## src/rtl/rfs_pkg.sv

```systemverilog
package rfs_pkg;
    typedef enum logic [2:0] {
        RS_PWR   = 3'd0,
        RS_IDLE  = 3'd1,
        RS_SETUP = 3'd2,
        RS_ACT   = 3'd3,
        RS_PRE   = 3'd4
    } rfs_state_e;
endpackage

```

## src/rtl/rfs_tick_gen.sv

```systemverilog
module rfs_tick_gen #(
    parameter int INTERVAL = 1560
) (
    input  logic clk,
    input  logic rst_n,
    input  logic en,
    output logic tick
);
    localparam int CW = $clog2(INTERVAL + 1);

    typedef struct packed {
        logic [CW-1:0] cnt;
    } tick_s;

    tick_s r_q, r_d;
    logic  wrap;

    always_comb begin
        r_d  = r_q;
        wrap = en && (r_q.cnt == CW'(INTERVAL - 1));
        if (en) begin
            r_d.cnt = wrap ? '0 : r_q.cnt + 1'b1;
        end
    end

    assign tick = wrap;

    always_ff @(posedge clk or negedge rst_n) begin
        if (!rst_n) r_q <= '0;
        else        r_q <= r_d;
    end

    assert_tick_gated_R3: assert property (@(posedge clk) disable iff (!rst_n)
        tick |-> en);
endmodule

```

## src/rtl/rfs_owed_ctr.sv

```systemverilog
module rfs_owed_ctr #(
    parameter int MAXV = 4
) (
    input  logic clk,
    input  logic rst_n,
    input  logic inc,
    input  logic dec,
    output logic nonzero
);
    localparam int CW = $clog2(MAXV + 1);

    typedef struct packed {
        logic [CW-1:0] cnt;
    } owed_s;

    owed_s r_q, r_d;

    always_comb begin
        r_d = r_q;
        if (inc && !dec) begin
            if (r_q.cnt != CW'(MAXV)) r_d.cnt = r_q.cnt + 1'b1;
        end else if (dec && !inc) begin
            if (r_q.cnt != '0) r_d.cnt = r_q.cnt - 1'b1;
        end
    end

    assign nonzero = (r_q.cnt != '0);

    always_ff @(posedge clk or negedge rst_n) begin
        if (!rst_n) r_q <= '0;
        else        r_q <= r_d;
    end

    assert_owed_cap_R4: assert property (@(posedge clk) disable iff (!rst_n)
        r_q.cnt <= CW'(MAXV));
    assert_owed_dec_R4: assert property (@(posedge clk) disable iff (!rst_n)
        (dec && !inc && nonzero) |=> (r_q.cnt == $past(r_q.cnt) - 1'b1));
endmodule

```

## src/rtl/dram_refresh_sched.sv

```systemverilog
module dram_refresh_sched
    import rfs_pkg::*;
#(
    parameter int PWRUP_CYC    = 20000,
    parameter int INIT_REFS    = 8,
    parameter int REF_INTERVAL = 1560,
    parameter int CAS_SETUP    = 1,
    parameter int CAS_HOLD     = 1,
    parameter int RAS_LOW      = 6,
    parameter int RAS_PRE      = 4,
    parameter int OWED_MAX     = 4,
    parameter int BANKS        = 4
) (
    input  logic             clk,
    input  logic             rst_n,
    input  logic             ref_gnt,
    output logic             ref_req,
    output logic             drv_en,
    output logic [BANKS-1:0] ras_n,
    output logic [BANKS-1:0] cas_n,
    output logic             we_n,
    output logic             init_done
);
    localparam int PH_MAX = (RAS_LOW > RAS_PRE) ?
                            ((RAS_LOW > CAS_SETUP) ? RAS_LOW : CAS_SETUP) :
                            ((RAS_PRE > CAS_SETUP) ? RAS_PRE : CAS_SETUP);
    localparam int T_MAX  = (PWRUP_CYC > PH_MAX) ? PWRUP_CYC : PH_MAX;
    localparam int TW     = $clog2(T_MAX + 1);
    localparam int IW     = $clog2(INIT_REFS + 1);

    typedef struct packed {
        rfs_state_e    st;
        logic [TW-1:0] t;
        logic [IW-1:0] init_left;
        logic          init_done;
    } sched_s;

    sched_s r_q, r_d;
    logic   done_d;
    logic   tick;
    logic   owed_nz;
    logic   req_c;

    rfs_tick_gen #(.INTERVAL(REF_INTERVAL)) u_tick (
        .clk   (clk),
        .rst_n (rst_n),
        .en    (r_q.init_done),
        .tick  (tick)
    );

    rfs_owed_ctr #(.MAXV(OWED_MAX)) u_owed (
        .clk     (clk),
        .rst_n   (rst_n),
        .inc     (tick),
        .dec     (done_d && r_q.init_done),
        .nonzero (owed_nz)
    );

    always_comb begin
        r_d    = r_q;
        done_d = 1'b0;
        req_c  = (r_q.st == RS_IDLE) &&
                 (r_q.init_done ? owed_nz : (r_q.init_left != '0));
        case (r_q.st)
            RS_PWR: begin
                if (r_q.t == TW'(PWRUP_CYC - 1)) begin
                    r_d.st = RS_IDLE;
                    r_d.t  = '0;
                end else begin
                    r_d.t = r_q.t + 1'b1;
                end
            end
            RS_IDLE: begin
                if (req_c && ref_gnt) begin
                    r_d.st = RS_SETUP;
                    r_d.t  = '0;
                end
            end
            RS_SETUP: begin
                if (r_q.t == TW'(CAS_SETUP - 1)) begin
                    r_d.st = RS_ACT;
                    r_d.t  = '0;
                end else begin
                    r_d.t = r_q.t + 1'b1;
                end
            end
            RS_ACT: begin
                if (r_q.t == TW'(RAS_LOW - 1)) begin
                    r_d.st = RS_PRE;
                    r_d.t  = '0;
                end else begin
                    r_d.t = r_q.t + 1'b1;
                end
            end
            RS_PRE: begin
                if (r_q.t == TW'(RAS_PRE - 1)) begin
                    r_d.st = RS_IDLE;
                    r_d.t  = '0;
                    done_d = 1'b1;
                end else begin
                    r_d.t = r_q.t + 1'b1;
                end
            end
            default: begin
                r_d.st = RS_IDLE;
                r_d.t  = '0;
            end
        endcase
        if (done_d && !r_q.init_done) begin
            r_d.init_left = r_q.init_left - 1'b1;
            if (r_q.init_left == IW'(1)) r_d.init_done = 1'b1;
        end
    end

    always_ff @(posedge clk or negedge rst_n) begin
        if (!rst_n) begin
            r_q.st        <= RS_PWR;
            r_q.t         <= '0;
            r_q.init_left <= IW'(INIT_REFS);
            r_q.init_done <= 1'b0;
        end else begin
            r_q <= r_d;
        end
    end

    assign ref_req   = req_c;
    assign drv_en    = (r_q.st == RS_SETUP) || (r_q.st == RS_ACT) || (r_q.st == RS_PRE);
    assign ras_n     = {BANKS{r_q.st != RS_ACT}};
    assign cas_n     = {BANKS{!((r_q.st == RS_SETUP) ||
                               ((r_q.st == RS_ACT) && (r_q.t < TW'(CAS_HOLD))))}};
    assign we_n      = 1'b1;
    assign init_done = r_q.init_done;

    assert_cas_lead_R6: assert property (@(posedge clk) disable iff (!rst_n)
        $fell(ras_n[0]) |-> $past(cas_n == '0));
    assert_cas_overlap_R6: assert property (@(posedge clk) disable iff (!rst_n)
        $fell(ras_n[0]) |-> (cas_n == '0));
    assert_start_granted_R5: assert property (@(posedge clk) disable iff (!rst_n)
        $rose(drv_en) |-> $past(ref_gnt && ref_req));
    assert_no_req_busy_R9: assert property (@(posedge clk) disable iff (!rst_n)
        drv_en |-> !ref_req);
    assert_quiet_idle_R8: assert property (@(posedge clk) disable iff (!rst_n)
        !drv_en |-> ((&ras_n) && (&cas_n)));
    assert_pre_gap_R7: assert property (@(posedge clk) disable iff (!rst_n)
        $rose(ras_n[0]) |=> (ras_n[0] && drv_en));
endmodule

```

## config.mk

```make
export PLATFORM = sky130hd
export DESIGN_NAME = dram_refresh_sched
export DESIGN_NICKNAME = d
export VERILOG_FILES = /design/src/rtl/rfs_pkg.sv /design/src/rtl/rfs_tick_gen.sv /design/src/rtl/rfs_owed_ctr.sv /design/src/rtl/dram_refresh_sched.sv
export SDC_FILE = /design/constraint.sdc
export NUM_CORES = 1
export LEC_CHECK = 0
export BUFFER_PORTS_ARGS = -buffer_cell sky130_fd_sc_hd__buf_2
export CORE_MARGIN = 8
export CORE_UTILIZATION = 28
export CTS_CLUSTER_DIAMETER = 30
export DETAILED_ROUTE_END_ITERATION = 10
export SYNTH_ARGS = -nofsm -noshare
export SYNTH_HDL_FRONTEND = slang
export SYNTH_SLANG_ARGS = --single-unit
```

## constraint.sdc

```tcl
create_clock -name clk -period 2.7 [get_ports clk]
set_clock_uncertainty 0.05 [all_clocks]
set_input_delay 0.405 -clock clk [delete_from_list [all_inputs] [get_ports clk]]
set_output_delay 0.405 -clock clk [all_outputs]
set_load 0.02 [all_outputs]
```

==> results by group, run 1 <==
Logic synthesis
  • Most used DFF post-synth: dfrtp_1
  • YS warnings: 0
  • Main area contributors after synthesis: dfrtp_1, nor2_1, ha_1, o21ai_0, nand2_1
  • Register area share after synthesis: 41.1%
  • Distinct cell type count after synthesis: 60
  • FFs w/ async S/R, synth: 100%
  • Seq cells post-synth: 37
  • Cells after Synth: 242
  • EDFF count, synth: 0
  • Count leader, synth: dfrtp_1
  • Syn nets: 252
  • Synth cell count leaders: dfrtp_1, nor2_1, nand2_1
  • Syn_area_per_cell: 9.33 µm²
  • Top cell type's share of synthesized area: 39.9%
  • Post-synthesis cell area: 2260 µm²
  • Yosys top cell by area: dfrtp_1

Drt
  • Routed Antenna Nets: 0
  • Via Count: roughly 1.7k
  • Drc violations: 0
  • Initial drt markers: 104
  • Vias per inst: a little under 5
  • Routed length per placed instance: 13.1 µm
  • WL final: 4620 µm
  • Drt first pass iters: 4

Die
  • Io pins: 15
  • Die height: 106 µm
  • Die area: 11200 µm²
  • Core ar.: 7770 µm²
  • Die Wd: 106 µm
  • Cell Rows: 32
  • Initial Util: around 29%

GRT
  • Vias in the first global route: around 1.7k
  • First-pass GRT wire length: 8230 µm
  • Overall Global Routing Usage: between 8 and 9%
  • Initial antenna violation count: 0
  • Largest net degree at the start of global routing: 38
  • Remaining global-route overflow: 0

STA
  • Final Max Slew Viols: 0
  • Slew at the pin closest to its max-slew limit: 0.831 ns
  • Post-layout min period: 2.48 ns
  • Hold_ws: approximately 0.15 ns
  • Endpoints failing hold: 0
  • Count of final setup violators: 0
  • Rel. slew slack: 44.6%
  • Highest Clock Rate: 402 MHz
  • Period utilization: 92.0%

Place
  • Placed Area: 2360 µm²
  • Dpl hpwl: 3230 µm
  • Port bufs: 13
  • Routability cong.: 0.793

Clock tree
  • H-tree depth: 2
  • Register clock-pin slew on the reported worst setup and hold paths: 0.09 ns
  • Hold buffers post-CTS: 0
  • CTS tree: done
  • # resized after CTS: 0
  • Total CTS buffers: 5
  • Setup bufs post-CTS: 0
  • Latest clock arrival within the worst-skew pair: 0.30 ns
  • Root buf cell: clkbuf_8
  • # clock sinks: 37
  • CTS max path bufs: 2

Worst setup path
  • Crit path launch: r_q[10]
  • Top delay family on crit path: simple AND/OR/NAND/NOR gates
  • Reg-to-reg startpoint: r_q[5]
  • Buf/Inv on CP: 1
  • Critical path type: reg2out
  • CP Capture Type: primary output
  • R2R Setup Slk: 0.22 ns
  • Critical Path Source Type: flip-flop
  • Critical path data arrival time: 2.03 ns
  • CP max FO: 6
  • Crit-path max cell delay: roughly 0.46 ns
  • WP data required: 2.25 ns
  • Cell chain of the critical path: nor4_4 -> nand4_1 -> nor2_1 -> nand3_1 -> a21o_1 -> buf_2
  • Worst path slowest cell: dfrtp_1

Min path
  • Hold crit path type: in2async

Power
  • Pwr dens: roughly 550 nW/µm²
  • Pleak: 0.00105 µW
  • Worst VDD drop: around 0.00024 V

Final layout
  • Area delta synth->final: 9.92%
  • Layout cells sized above 1: 15.7%
  • Diode count: 0
  • Final #Nets: roughly 260
  • Post-route cell area: 2480 µm²

Job
  • MaxCap Viol Count: 0

Run status
  • Status: completed
[power breakdown]
group / internal (µW) / total [µW] / switching (µW)
registers: 604 / 691 / 86.9
clock network: 277 / 504 / 227
logic: 73.0 / 161 / 88.3
total: 953 / 1360 / 402
[flip-flops by register name, indices dropped and copies added, names as in the netlist]
| register | count |
|---|---|
| r_q | 22 |
| init_done | 1 |
| u_tick.r_q | 11 |
| u_owed.r_q | 3 |
[cells by family (layout without fill, tap and decap cells)]
logic type / count (synthesis) / count (layout) / share of synthesized area (%)
DFF: 37 / 37 / 41.1
xor gates and xnor gates: 13 / 13 / 5.04
other: 1 / 1 / 0.166
muxes: 5 / 5 / 2.49
AOI/OAI and AO/OA: 52 / 52 / 15.6
buffers and inverters: 25 / 32 / 5.87
and+or+nand+nor: 102 / 102 / 25.5
adders and majority gates: 7 / 7 / 4.21
[metrics by stage]
step	utilization, %	TNS (ns)	worst slack, ns	power (µW)	cells
finish	32.0	0	0.216	1360	351
global route	32.0	-0.00390	-0.00390	1430	351
CTS	31.9	0	0.237	1360	350
detailed placement	30.4	0	0.251	863	342
global placement	30.4	0	0.388	859	342
floorplan	-	0	0.575	823	242
[area by class of cell]
cell class,instances,area [µm²]
Multi-Input combinational cell,180,1200
Sequential cell,37,927
Inverter,9,33.8
Timing Repair Buffer,15,80.1
Clock buffer,5,68.8
Tap cell,102,128
Clock inverter,3,46.3
Fill cell,797,5290
[placed cells by master (no fill, tap or decap), drive strengths merged, types with 8 or more instances in the layout]
cell / synthesis / final
nor3: 8 / 8
nand3: 11 / 11
dfrtp: 36 / 36
a21oi: 11 / 11
nor2: 24 / 24
nand2: 19 / 19
buf: 12 / 15
nand4: 8 / 8
inv: 9 / 9
o21ai: 16 / 16
[per-layer routing]
layer  global-route usage (%)  wire [µm]
met1                     11.8       2410
met2                     13.4       2030
met3                     2.38        134
met4                     2.41         51
met5                        0          0
[worst paths after layout]
| kind | endpoint | cells after the start |
|---|---|---|
| worst max register to register | u_owed.r_q[1] | 7 |
| min in group clk | r_q[4] | 1 |
| worst min-delay path | r_q[6] | 1 |
| max in group asynchronous | u_owed.r_q[2] | 1 |
| worst max-delay path | cas_n[1] | 6 |
| worst min register to register | r_q[4] | 1 |
(Power assumes the default switching activity.)
==> run 2, diff against run 1 <==
REMOVE_ABC_BUFFERS = 1   (was not set)
==> run 2 against run 1 <==
Net effect: total power up 6.6%; largest cell class unchanged; final cell count unchanged; first-iteration DRC count down 19%; critical path depth up 1; hold slack better by 0.0051 ns; sequential power up 0.6%; clock-buffer cell count unchanged; combinational power about the same; core utilization up 0.29 points; critical path type is now reg2reg; flip-flop and latch count unchanged; sequential share of layout area down 0.34 points.
==> results by group, run 2 (synthesis results as in run 1) <==
Final layout
  • Area delta synth->final: 10.9%
  • Top reg by flops: r_q
  • Final #Nets: 258 (unchanged)
  • Commonest cells after routing, fill and taps aside: dfrtp_1, nor2_1, nand2_1, o21ai_0, buf_2
  • Commonest non-fill, non-tap cell in the layout: dfrtp_1
  • Diode count: 0 (unchanged)
  • Largest register FFs: 22 (unchanged)
  • Largest regs: r_q: 22 flops, u_tick.r_q: 11 flops, u_owed.r_q: 3 flops
  • Layout cells sized above 1: 15.7% (unchanged)

Power
  • Pleak: 0.00107 µW (+1.4%)
  • Tot Pwr: 1440 µW (+6.6%)
  • Internal power: 1050 µW (+10%)
  • Combinational power share: 11.2% (-0.7 points)
  • Clock Power Share: 40.7% (+3.5 points)
  • Pwr dens: 577 nW/µm² (+5.6%)
  • Psw: 396 µW (-1.5%)
  • Worst VDD drop: 0.000275 V (+12%)
  • Sequential share of power: 48.1% (-2.8 points)
  • Sw Share: 27.4% (-2.3 points)

Worst setup path
  • Critical path type: reg2reg
  • Critical path data arrival time: 2.58 ns (+0.55 ns)
  • WP data required: 2.81 ns (+0.56 ns)
  • Critical Path Source Type: flip-flop
  • CP Capture Type: flip-flop
  • CP max FO: 6 (unchanged)

Clock tree
  • CTS tree: done
  • Register clock-pin slew on the reported worst setup and hold paths: 0.08 ns (about the same)
  • CTS max path bufs: 2 (unchanged)
  • H-tree depth: 2 (unchanged)
  • Hold buffers post-CTS: 0 (unchanged)
  • Root buf cell: clkbuf_8
  • # resized after CTS: 0 (unchanged)
  • Latest clock arrival within the worst-skew pair: 0.29 ns (about the same)
  • Total CTS buffers: 5 (unchanged)
  • # clock sinks: 37 (unchanged)

Die
  • Io pins: 15 (unchanged)
  • Die area: 11200 µm² (unchanged)
  • Die Wd: 106 µm (unchanged)
  • Core ar.: 7770 µm² (unchanged)
  • Die height: 106 µm (unchanged)
  • Cell Rows: 32 (unchanged)
  • Initial Util: 29.1% (unchanged)

GRT
  • Overall Global Routing Usage: 8.23% (-0.51 points)
  • Remaining global-route overflow: 0 (unchanged)
  • Initial antenna violation count: 0 (unchanged)
  • First-pass GRT wire length: 7740 µm (-6.0%)
  • Largest net degree at the start of global routing: 38 (unchanged)
  • Vias in the first global route: 1632 (-3.8%)

Drt
  • Routed Antenna Nets: 0 (unchanged)
  • Drt first pass iters: 5 (+1)
  • Vias per inst: 4.95 (-0.11%)
  • WL met3: 183 µm (+37%)
  • Via Count: 1738 (-0.11%)
  • WL final: 4530 µm (-1.9%)
  • DR top layer: met4
  • Drc violations: 0 (unchanged)
  • Routed length per placed instance: 12.9 µm (-1.9%)
  • Routed wl met2: 2020 µm (-0.49%)
  • M1 wire length: 2300 µm (-4.6%)
  • Initial drt markers: 84 (-19%)

STA
  • Post-layout min period: 2.46 ns (-0.0216 ns)
  • Count of final setup violators: 0 (unchanged)
  • Hold_ws: 0.157 ns (+0.00508 ns)
  • RSZ-0062 raised after global routing: false
  • Final Max Slew Viols: 0 (unchanged)
  • Period utilization: 91.2% (-0.80 points)
  • Endpoints failing hold: 0 (unchanged)
  • Highest Clock Rate: 406 MHz (+0.88%)
  • Slew at the pin closest to its max-slew limit: 0.831 ns (+0.000111 ns)
  • Sum Neg Setup Slack: 0 ns (unchanged)
  • Rel. slew slack: 44.6% (about the same)

Place
  • Port bufs: 13 (unchanged)
  • Routability cong.: 0.819 (+3.2%)
  • Dpl hpwl: 3200 µm (-0.84%)

Job
  • MaxCap Viol Count: 0 (unchanged)

Run status
  • Status: completed

Min path
  • Hold crit path type: in2async
==> run 2: final timing paths <==
kind,start,to,slack [ns],cells after the start
min reg2reg,r_q[4],r_q[4],0.46,1
max,r_q[5],u_owed.r_q[1],0.24,7
max reg2reg,r_q[5],u_owed.r_q[1],0.24,7
min in group clk,r_q[4],r_q[4],0.46,1
max in group asynchronous,rst_n,u_owed.r_q[2],1.92,1
min,rst_n,r_q[19],0.16,1
==> run 2: cell type report <==
cell class	instances	area, µm²
inverter	9	33.8
sequential	37	927
clock buffer	5	68.8
clock inverter	3	68.8
fill	828	5260
timing repair buffer	15	80.1
multi-input combinational	180	1200
tap	102	128
==> run 2: worst max-delay path, cell delays in order (launching register included) <==
cell      delay [ns]
dfrtp_1         0.40
ha_1            0.28
nor4b_1         0.28
nand4_1         0.28
o211ai_1        0.37
fa_1            0.48
mux2i_1         0.14
a21oi_1         0.06
==> run 2: power by group through the flow <==
stage | Combinational, µW | Clock (µW) | Sequential (µW)
2_1_floorplan | 124 | 0 | 681
3_3_place_gp | 160 | 0 | 701
3_5_place_dp | 163 | 0 | 705
4_1_cts | 163 | 604 | 694
5_1_grt | 187 | 627 | 706
6_report | 161 | 589 | 695
==> run 2: per-stage QoR <==
stage | cells | setup WS (ns) | cell area (µm²) | utilization (%)
global route | 351 | 0.0640 | 2500 | 32.2
finish | 351 | 0.237 | 2500 | 32.2
global placement | 342 | 0.213 | 2360 | 30.4
detailed placement | 342 | 0.187 | 2360 | 30.4
floorplan | 226 | 0.323 | 2160 | -
CTS | 350 | 0.153 | 2500 | 32.2
==> run 2: metal layers <==
layer / global-route usage, % / vias up
li1: - / 872
met1: 11.0 / 826
met2: 12.8 / 36
met3: 2.07 / 4
met4: 2.41 / 0
met5: 0 / -
==> run 2: repair_timing <==
item                                    CTS  global route
setup buffers                             0             1
endpoints found under the setup margin    0             1
endpoints found under the hold margin     0             0
